--- src/rtl/mq_pkg.sv ---
package mq_pkg;

  typedef enum logic {
    Q_FREE = 1'b0,
    Q_POST = 1'b1
  } qsel_e;

  // Permission rule: free queue is filled locally and drained remotely,
  // post queue is filled remotely and drained locally.
  function automatic logic side_ok(logic qsel, logic wr, logic remote);
    return qsel ^ wr ^ remote;
  endfunction

  // Circular pointer advance.
  function automatic logic [31:0] wrap_inc(logic [31:0] p, logic [31:0] depth);
    return (p == depth - 32'd1) ? 32'd0 : p + 32'd1;
  endfunction

endpackage

--- src/rtl/mq_ring.sv ---
module mq_ring #(
  parameter int W     = 32,
  parameter int DEPTH = 8
) (
  input  logic                       clk,
  input  logic                       rst_n,
  input  logic                       clear,
  input  logic                       push,
  input  logic                       pop,
  input  logic [W-1:0]               wdata,
  output logic [W-1:0]               head,
  output logic [$clog2(DEPTH+1)-1:0] level,
  output logic                       full,
  output logic                       empty
);
  import mq_pkg::*;

  localparam int AW = (DEPTH > 1) ? $clog2(DEPTH) : 1;
  localparam int CW = $clog2(DEPTH + 1);

  logic [W-1:0]  mem [DEPTH];
  logic [AW-1:0] rd_ptr, wr_ptr;
  logic [CW-1:0] cnt;

  always_ff @(posedge clk or negedge rst_n) begin
    if (!rst_n) begin
      rd_ptr <= '0;
      wr_ptr <= '0;
      cnt    <= '0;
    end else if (clear) begin
      rd_ptr <= '0;
      wr_ptr <= '0;
      cnt    <= '0;
    end else begin
      if (push) wr_ptr <= AW'(wrap_inc(32'(wr_ptr), 32'(DEPTH)));
      if (pop)  rd_ptr <= AW'(wrap_inc(32'(rd_ptr), 32'(DEPTH)));
      case ({push, pop})
        2'b10:   cnt <= cnt + 1'b1;
        2'b01:   cnt <= cnt - 1'b1;
        default: cnt <= cnt;
      endcase
    end
  end

  always_ff @(posedge clk) begin
    if (push) mem[wr_ptr] <= wdata;
  end

  assign head  = mem[rd_ptr];
  assign level = cnt;
  assign full  = (cnt == CW'(DEPTH));
  assign empty = (cnt == '0);

endmodule

--- src/rtl/mq_prio_arb.sv ---
module mq_prio_arb #(
  parameter int N = 3
) (
  input  logic         en,
  input  logic [N-1:0] req,
  output logic [N-1:0] gnt
);
  logic taken;

  always_comb begin
    gnt   = '0;
    taken = 1'b0;
    for (int i = 0; i < N; i++) begin
      if (en && req[i] && !taken) begin
        gnt[i] = 1'b1;
        taken  = 1'b1;
      end
    end
  end

endmodule

--- src/rtl/mq_gate.sv ---
module mq_gate #(
  parameter int W = 32
) (
  input  logic         hit,
  input  logic         wr,
  input  logic         qsel,
  input  logic         remote,
  input  logic [1:0]   full,
  input  logic [1:0]   empty,
  input  logic [W-1:0] head_free,
  input  logic [W-1:0] head_post,
  output logic [1:0]   push,
  output logic [1:0]   pop,
  output logic [1:0]   drop,
  output logic         bad,
  output logic         mark,
  output logic [W-1:0] rdata
);
  import mq_pkg::*;

  logic         ok;
  logic [W-1:0] head_sel;

  assign ok       = side_ok(qsel, wr, remote);
  assign head_sel = (qsel == Q_POST) ? head_post : head_free;

  always_comb begin
    push  = '0;
    pop   = '0;
    drop  = '0;
    bad   = 1'b0;
    mark  = 1'b0;
    rdata = '0;
    if (hit) begin
      if (!ok) begin
        bad = 1'b1;
      end else if (wr) begin
        if (full[qsel]) drop[qsel] = 1'b1;
        else            push[qsel] = 1'b1;
      end else if (empty[qsel]) begin
        mark  = 1'b1;
        rdata = '1;
      end else begin
        pop[qsel] = 1'b1;
        rdata     = head_sel;
      end
    end
  end

endmodule

--- src/rtl/mq_pair.sv ---
module mq_pair #(
  parameter int N_REQ = 3,
  parameter int W     = 32,
  parameter int DEPTH = 8
) (
  input  logic                       clk,
  input  logic                       rst_n,
  input  logic                       init,
  input  logic [N_REQ-1:0]           req_valid,
  input  logic [N_REQ-1:0]           req_write,
  input  logic [N_REQ-1:0]           req_qsel,
  input  logic [N_REQ-1:0]           req_remote,
  input  logic [N_REQ*W-1:0]         req_wdata,
  output logic [N_REQ-1:0]           gnt,
  output logic [N_REQ-1:0]           rsp_valid,
  output logic [W-1:0]               rsp_data,
  output logic [$clog2(DEPTH+1)-1:0] free_level,
  output logic [$clog2(DEPTH+1)-1:0] post_level,
  output logic                       free_overflow,
  output logic                       post_overflow,
  output logic                       access_error
);
  localparam int CW = $clog2(DEPTH + 1);

  // granted request, selected
  logic         s_hit, s_wr, s_qsel, s_remote;
  logic [W-1:0] s_wdata;

  // named internal events (used by the checker)
  logic [1:0]   ev_push, ev_pop, ev_drop;
  logic         ev_bad, ev_mark;
  logic [W-1:0] rdata_next;

  logic [1:0]   q_full, q_empty;
  logic [W-1:0] q_head  [2];
  logic [CW-1:0] q_level [2];
  logic [1:0]   ovf_q;
  logic         err_q;

  mq_prio_arb #(.N(N_REQ)) u_arb (
    .en  (!init),
    .req (req_valid),
    .gnt (gnt)
  );

  always_comb begin
    s_hit    = 1'b0;
    s_wr     = 1'b0;
    s_qsel   = 1'b0;
    s_remote = 1'b0;
    s_wdata  = '0;
    for (int i = 0; i < N_REQ; i++) begin
      if (gnt[i]) begin
        s_hit    = 1'b1;
        s_wr     = req_write[i];
        s_qsel   = req_qsel[i];
        s_remote = req_remote[i];
        s_wdata  = req_wdata[i*W +: W];
      end
    end
  end

  mq_gate #(.W(W)) u_gate (
    .hit       (s_hit),
    .wr        (s_wr),
    .qsel      (s_qsel),
    .remote    (s_remote),
    .full      (q_full),
    .empty     (q_empty),
    .head_free (q_head[0]),
    .head_post (q_head[1]),
    .push      (ev_push),
    .pop       (ev_pop),
    .drop      (ev_drop),
    .bad       (ev_bad),
    .mark      (ev_mark),
    .rdata     (rdata_next)
  );

  for (genvar q = 0; q < 2; q++) begin : g_q
    mq_ring #(.W(W), .DEPTH(DEPTH)) u_ring (
      .clk   (clk),
      .rst_n (rst_n),
      .clear (init),
      .push  (ev_push[q]),
      .pop   (ev_pop[q]),
      .wdata (s_wdata),
      .head  (q_head[q]),
      .level (q_level[q]),
      .full  (q_full[q]),
      .empty (q_empty[q])
    );

    always_ff @(posedge clk or negedge rst_n) begin
      if (!rst_n)    ovf_q[q] <= 1'b0;
      else if (init) ovf_q[q] <= 1'b0;
      else           ovf_q[q] <= ovf_q[q] | ev_drop[q];
    end
  end

  always_ff @(posedge clk or negedge rst_n) begin
    if (!rst_n) begin
      rsp_valid <= '0;
      rsp_data  <= '0;
      err_q     <= 1'b0;
    end else begin
      rsp_valid <= gnt;
      rsp_data  <= rdata_next;
      err_q     <= init ? 1'b0 : (err_q | ev_bad);
    end
  end

  assign free_level    = q_level[0];
  assign post_level    = q_level[1];
  assign free_overflow = ovf_q[0];
  assign post_overflow = ovf_q[1];
  assign access_error  = err_q;

endmodule

--- config.mk ---
export PLATFORM = sky130hd
export DESIGN_NAME = mq_pair
export DESIGN_NICKNAME = d
export VERILOG_FILES = /design/src/rtl/mq_pkg.sv /design/src/rtl/mq_ring.sv /design/src/rtl/mq_prio_arb.sv /design/src/rtl/mq_gate.sv /design/src/rtl/mq_pair.sv
export SDC_FILE = /design/constraint.sdc
export NUM_CORES = 1
export LEC_CHECK = 0
export ABC_CLOCK_PERIOD_IN_PS = 12900
export BUFFER_PORTS_ARGS = -buffer_cell sky130_fd_sc_hd__buf_2
export CORE_ASPECT_RATIO = 0.8
export CORE_UTILIZATION = 55
export CTS_BUF_LIST = sky130_fd_sc_hd__clkbuf_8
export DETAILED_ROUTE_END_ITERATION = 10
export PLACE_DENSITY = 0.74
export SYNTH_ARGS = -nofsm -noshare
export SYNTH_HDL_FRONTEND = slang
export SYNTH_SLANG_ARGS = --single-unit
--- constraint.sdc ---
create_clock -name clk -period 12.9 [get_ports clk]
set_clock_uncertainty 0.05 [all_clocks]
set_input_delay 0 -clock clk [delete_from_list [all_inputs] [get_ports clk]]
set_output_delay 0 -clock clk [all_outputs]
set_load 0.03 [all_outputs]
==> results.yml <==
logic_synthesis:
  synth_seq_cells: 570
  synthAdderAreaFrac: 0.00754
  postSynthCellCount: 1146
  synth_compound_area_frac: 0.0407
  ys_seq_area_frac: 0.745
  synth-xor-area-share: 0.00233
  synth-edff-count: 512
  synthSimpleGateAreaFrac: 0.0249
  syn-cell-area_um2: 22600
  synth_top_family_by_area: "multiplexers"
  async_flop_share: 0.102
  synth_ff_type: "edfxtp_1"
  synth_cell_types: 48
  syn-num-nets: 1270
  yosys_warnings: 0
  synth_mux_area_frac: 0.161
  postSynthAreaPerCell_um2: 19.7
timing:
  rsz0062_at_grt: "false"
  finalMaxSlewViolations: 0
  relSlewSlack: 0.149
  fmax_mhz: 255
  setup_tns_ns: 0
  finalCritPeriodShare: 0.304
  min_period_ns: 3.92
  final-setup-viol-count: 0
  tightest_slew_ns: 1.27
  hold_violations: 0
routing:
  vias_per_cell: 6.03
  wl_per_cell_um: 24.6
  drc_errors: 0
  drt_iter0_drc: 1256
  drt.antenna.violating_nets: 0
  vias: 12100
  first_pass_iters: 8
  routed_wl_mm: 49.3
clock_tree:
  tritoncts: "yes"
  clock_sinks: 570
  clkTransAtPathRegs_ns: 0.07
  clk_latency_ns: 0.63
  cts_hold_buf: 48
  cts_made_buffers: 83
  cts_resized: 0
  cts_setup_buffers: 0
  h-tree-depth: 3
  clockBufferDepth: 3
  cts_root_buf: "clkbuf_8"
worst_hold_path:
  holdPathStages: 3
  hold_start: "req_wdata[51]"
  hold_path_end: "g_q[0].u_ring.mem[2][19]"
  hold_path_class: "in2reg"
power_and_ir_drop:
  irDropWorstVdd_mv: 0.0767
  power.density_nw_per_um2: 139
  finalPower_mw: 3.64
  p_leak_nw: 9.26
critical_path:
  crit_required_ns: 13.09
  r2r_slack_ns: 9.55
  critPathLaunchType: "input pin"
  cp_top_family: "simple AND/OR/NAND/NOR gates"
  end_kind: "register"
  r2r_start: "g_q[0].u_ring.level[0]"
  r2r_cells: 9
  critPathMaxFanout: 38
  arrival_ns: 4.12
  crit_chain: "dlygate4sd3_1 > buf_2 > or4b_1 > clkinv_8 > o211a_1 > a31oi_1 > nor3_1 > nand2_1 > nor2_4"
  critPathKind: "in2reg"
  max_stage_delay_ns: 0.99
  r2r-end: "g_q[0].u_ring.level[3]"
  crit_slowest_cell: "nor2_4"
  worst-path-buf-inv: 3
finish:
  stdcell_count: 2002
  area_growth_pct: 15.8
  antenna_cells: 0
  drive_above_1_share: 0.329
  nets: 1523
  postLayoutCellArea_um2: 26100
grt:
  grtUsageTotal: 0.243
  grt_max_degree: 67
  overflow: 0
  grt_pass1_vias: 12400
  grt_pass1_wl_mm: 74.8
  antenna_found_initial: 2
placement:
  dp_hpwl_mm: 27.5
  portBuffers: 159
  place_inst: 1802
  placed_area_um2: 24100
  place_congestion: 0.802
floorplan:
  dieHeight_um: 183
  start_util: 0.566
  rows: 65
  die-area_um2: 41900
  io_pins: 160
  fp.coreArea_um2: 39900
  dieWidth_um: 229
run_status:
  status: "complete, no violations"
run:
  drv_cap: 0
## metrics by stage
stage                     setup WS (ns)  hold slack [ns]  utilization
after floorplan                    7.50           -0.346            -
after global placement             8.99           0.0992        0.605
after detailed placement           8.90            0.119        0.605
after CTS                          9.04          0.00537        0.655
after global routing               8.74           0.0489        0.655
final                              8.98           0.0254        0.655
## final cells by class
cell class / instances / area, um^2
clock buffer: 88 / 1210
clock inverter: 64 / 295
fill: 2645 / 13800
inverter: 35 / 144
multi-input combinational: 474 / 5480
sequential: 570 / 16800
tap: 536 / 671
timing repair buffer: 235 / 1510
## report_power, final
part | switching (mW) | total (mW) | internal, mW
combinational | 0.166 | 0.254 | 0.0879
clock | 0.662 | 1.31 | 0.652
sequential | 0.0153 | 2.07 | 2.05
total | 0.844 | 3.64 | 2.79
## worst max path at each step
stage,from,end,slack [ns],cells past startpoint
2_1_floorplan,req_valid[0],g_q[0].u_ring.mem[4][0],7.50,8
3_3_place_gp,init,g_q[1].u_ring.mem[3][19],8.99,8
3_5_place_dp,init,g_q[1].u_ring.mem[3][20],8.90,8
4_1_cts,init,g_q[1].u_ring.mem[3][0],9.04,9
5_1_grt,init,g_q[1].u_ring.mem[3][29],8.74,9
6_report,init,g_q[1].u_ring.mem[3][28],8.98,9
## cell families (layout without fill, tap and decap cells)
group	after synthesis	in the layout
AOI/OAI and AO/OA	138	138
xor gates and xnor gates	6	6
adders and majority gates	13	13
buffers and inverters	102	422
DFF	570	570
muxes	200	200
and+or+nand+nor	117	117
## routing by layer
metal | routed length [um] | track usage | vias to the layer above
met3 | 3890 | 0.0504 | 80
li1 | - | - | 5213
met4 | 1060 | 0.0703 | 0
met1 | 20900 | 0.351 | 6263
met2 | 23400 | 0.381 | 513
met5 | 0 | 0 | -
## state kept, by name, indices dropped and copies added, names as in the netlist
| name | cells |
|---|---|
| post_overflow | 1 |
| g_q.u_ring.rd_ptr | 6 |
| access_error | 1 |
| rsp_data | 32 |
| g_q.u_ring.level | 8 |
| free_overflow | 1 |
| g_q.u_ring.wr_ptr | 6 |
| rsp_valid | 3 |
| g_q.u_ring.mem | 512 |
## cells in the mapped netlist, types with 3 or more instances
| library cell | number | area [um^2] |
|---|---|---|
| nor2_1 | 23 | 86.3 |
| mux2_2 | 33 | 372 |
| nand3b_1 | 4 | 30.0 |
| nor3b_1 | 3 | 22.5 |
| buf_2 | 3 | 15.0 |
| a31oi_1 | 5 | 31.3 |
| xnor2_1 | 4 | 35.0 |
| edfxtp_1 | 512 | 15400 |
| dfrtp_1 | 58 | 1450 |
| a21o_1 | 5 | 37.5 |
| inv_1 | 33 | 124 |
| a21oi_1 | 47 | 235 |
| or3_1 | 4 | 25.0 |
| nand2_1 | 54 | 203 |
| a222oi_1 | 32 | 320 |
| ha_1 | 12 | 150 |
| nor4b_1 | 3 | 26.3 |
| nor4_1 | 4 | 25.0 |
| mux2i_1 | 39 | 390 |
| clkbuf_1 | 43 | 161 |
| mux4_2 | 128 | 2880 |
| nor3_1 | 10 | 50.1 |
| buf_1 | 20 | 75.1 |
| a211oi_1 | 3 | 22.5 |
| o21ai_0 | 36 | 180 |
## worst register-to-register path, stage by stage (launching register included)
cell       delay [ns]
dfrtp_1          0.47
nor4_1           0.97
or4b_1           0.42
inv_2            0.11
ha_1             0.29
a21o_1           0.17
a21o_1           0.22
nor2_4           0.11
a211oi_1         0.07
a2111oi_2        0.36
## cell usage in the layout (no fill, tap or decap), types with 3 or more instances in the layout
cell type / netlist / final
edfxtp_1: 512 / 512
buf_2: 3 / 158
mux4_2: 128 / 128
clkbuf_8: 0 / 88
inv_1: 33 / 74
nand2_1: 54 / 54
dfrtp_1: 58 / 52
dlygate4sd3_1: 0 / 47
a21oi_1: 47 / 46
mux2i_1: 39 / 38
o21ai_0: 36 / 36
mux2_2: 33 / 33
a222oi_1: 32 / 32
buf_4: 0 / 29
nor2_1: 23 / 18
ha_1: 12 / 12
clkinv_1: 0 / 11
nor2_4: 1 / 6
nor3_2: 0 / 6
clkinv_2: 0 / 6
a21o_1: 5 / 5
a31oi_1: 5 / 5
nand3b_1: 4 / 4
nor3_1: 10 / 4
xnor2_1: 4 / 4
or3_1: 4 / 4
dfrtp_2: 0 / 4
nor3b_2: 0 / 3
a211oi_1: 3 / 3
clkinvlp_4: 0 / 3
Note: power is estimated with default switching activity, not from simulation.
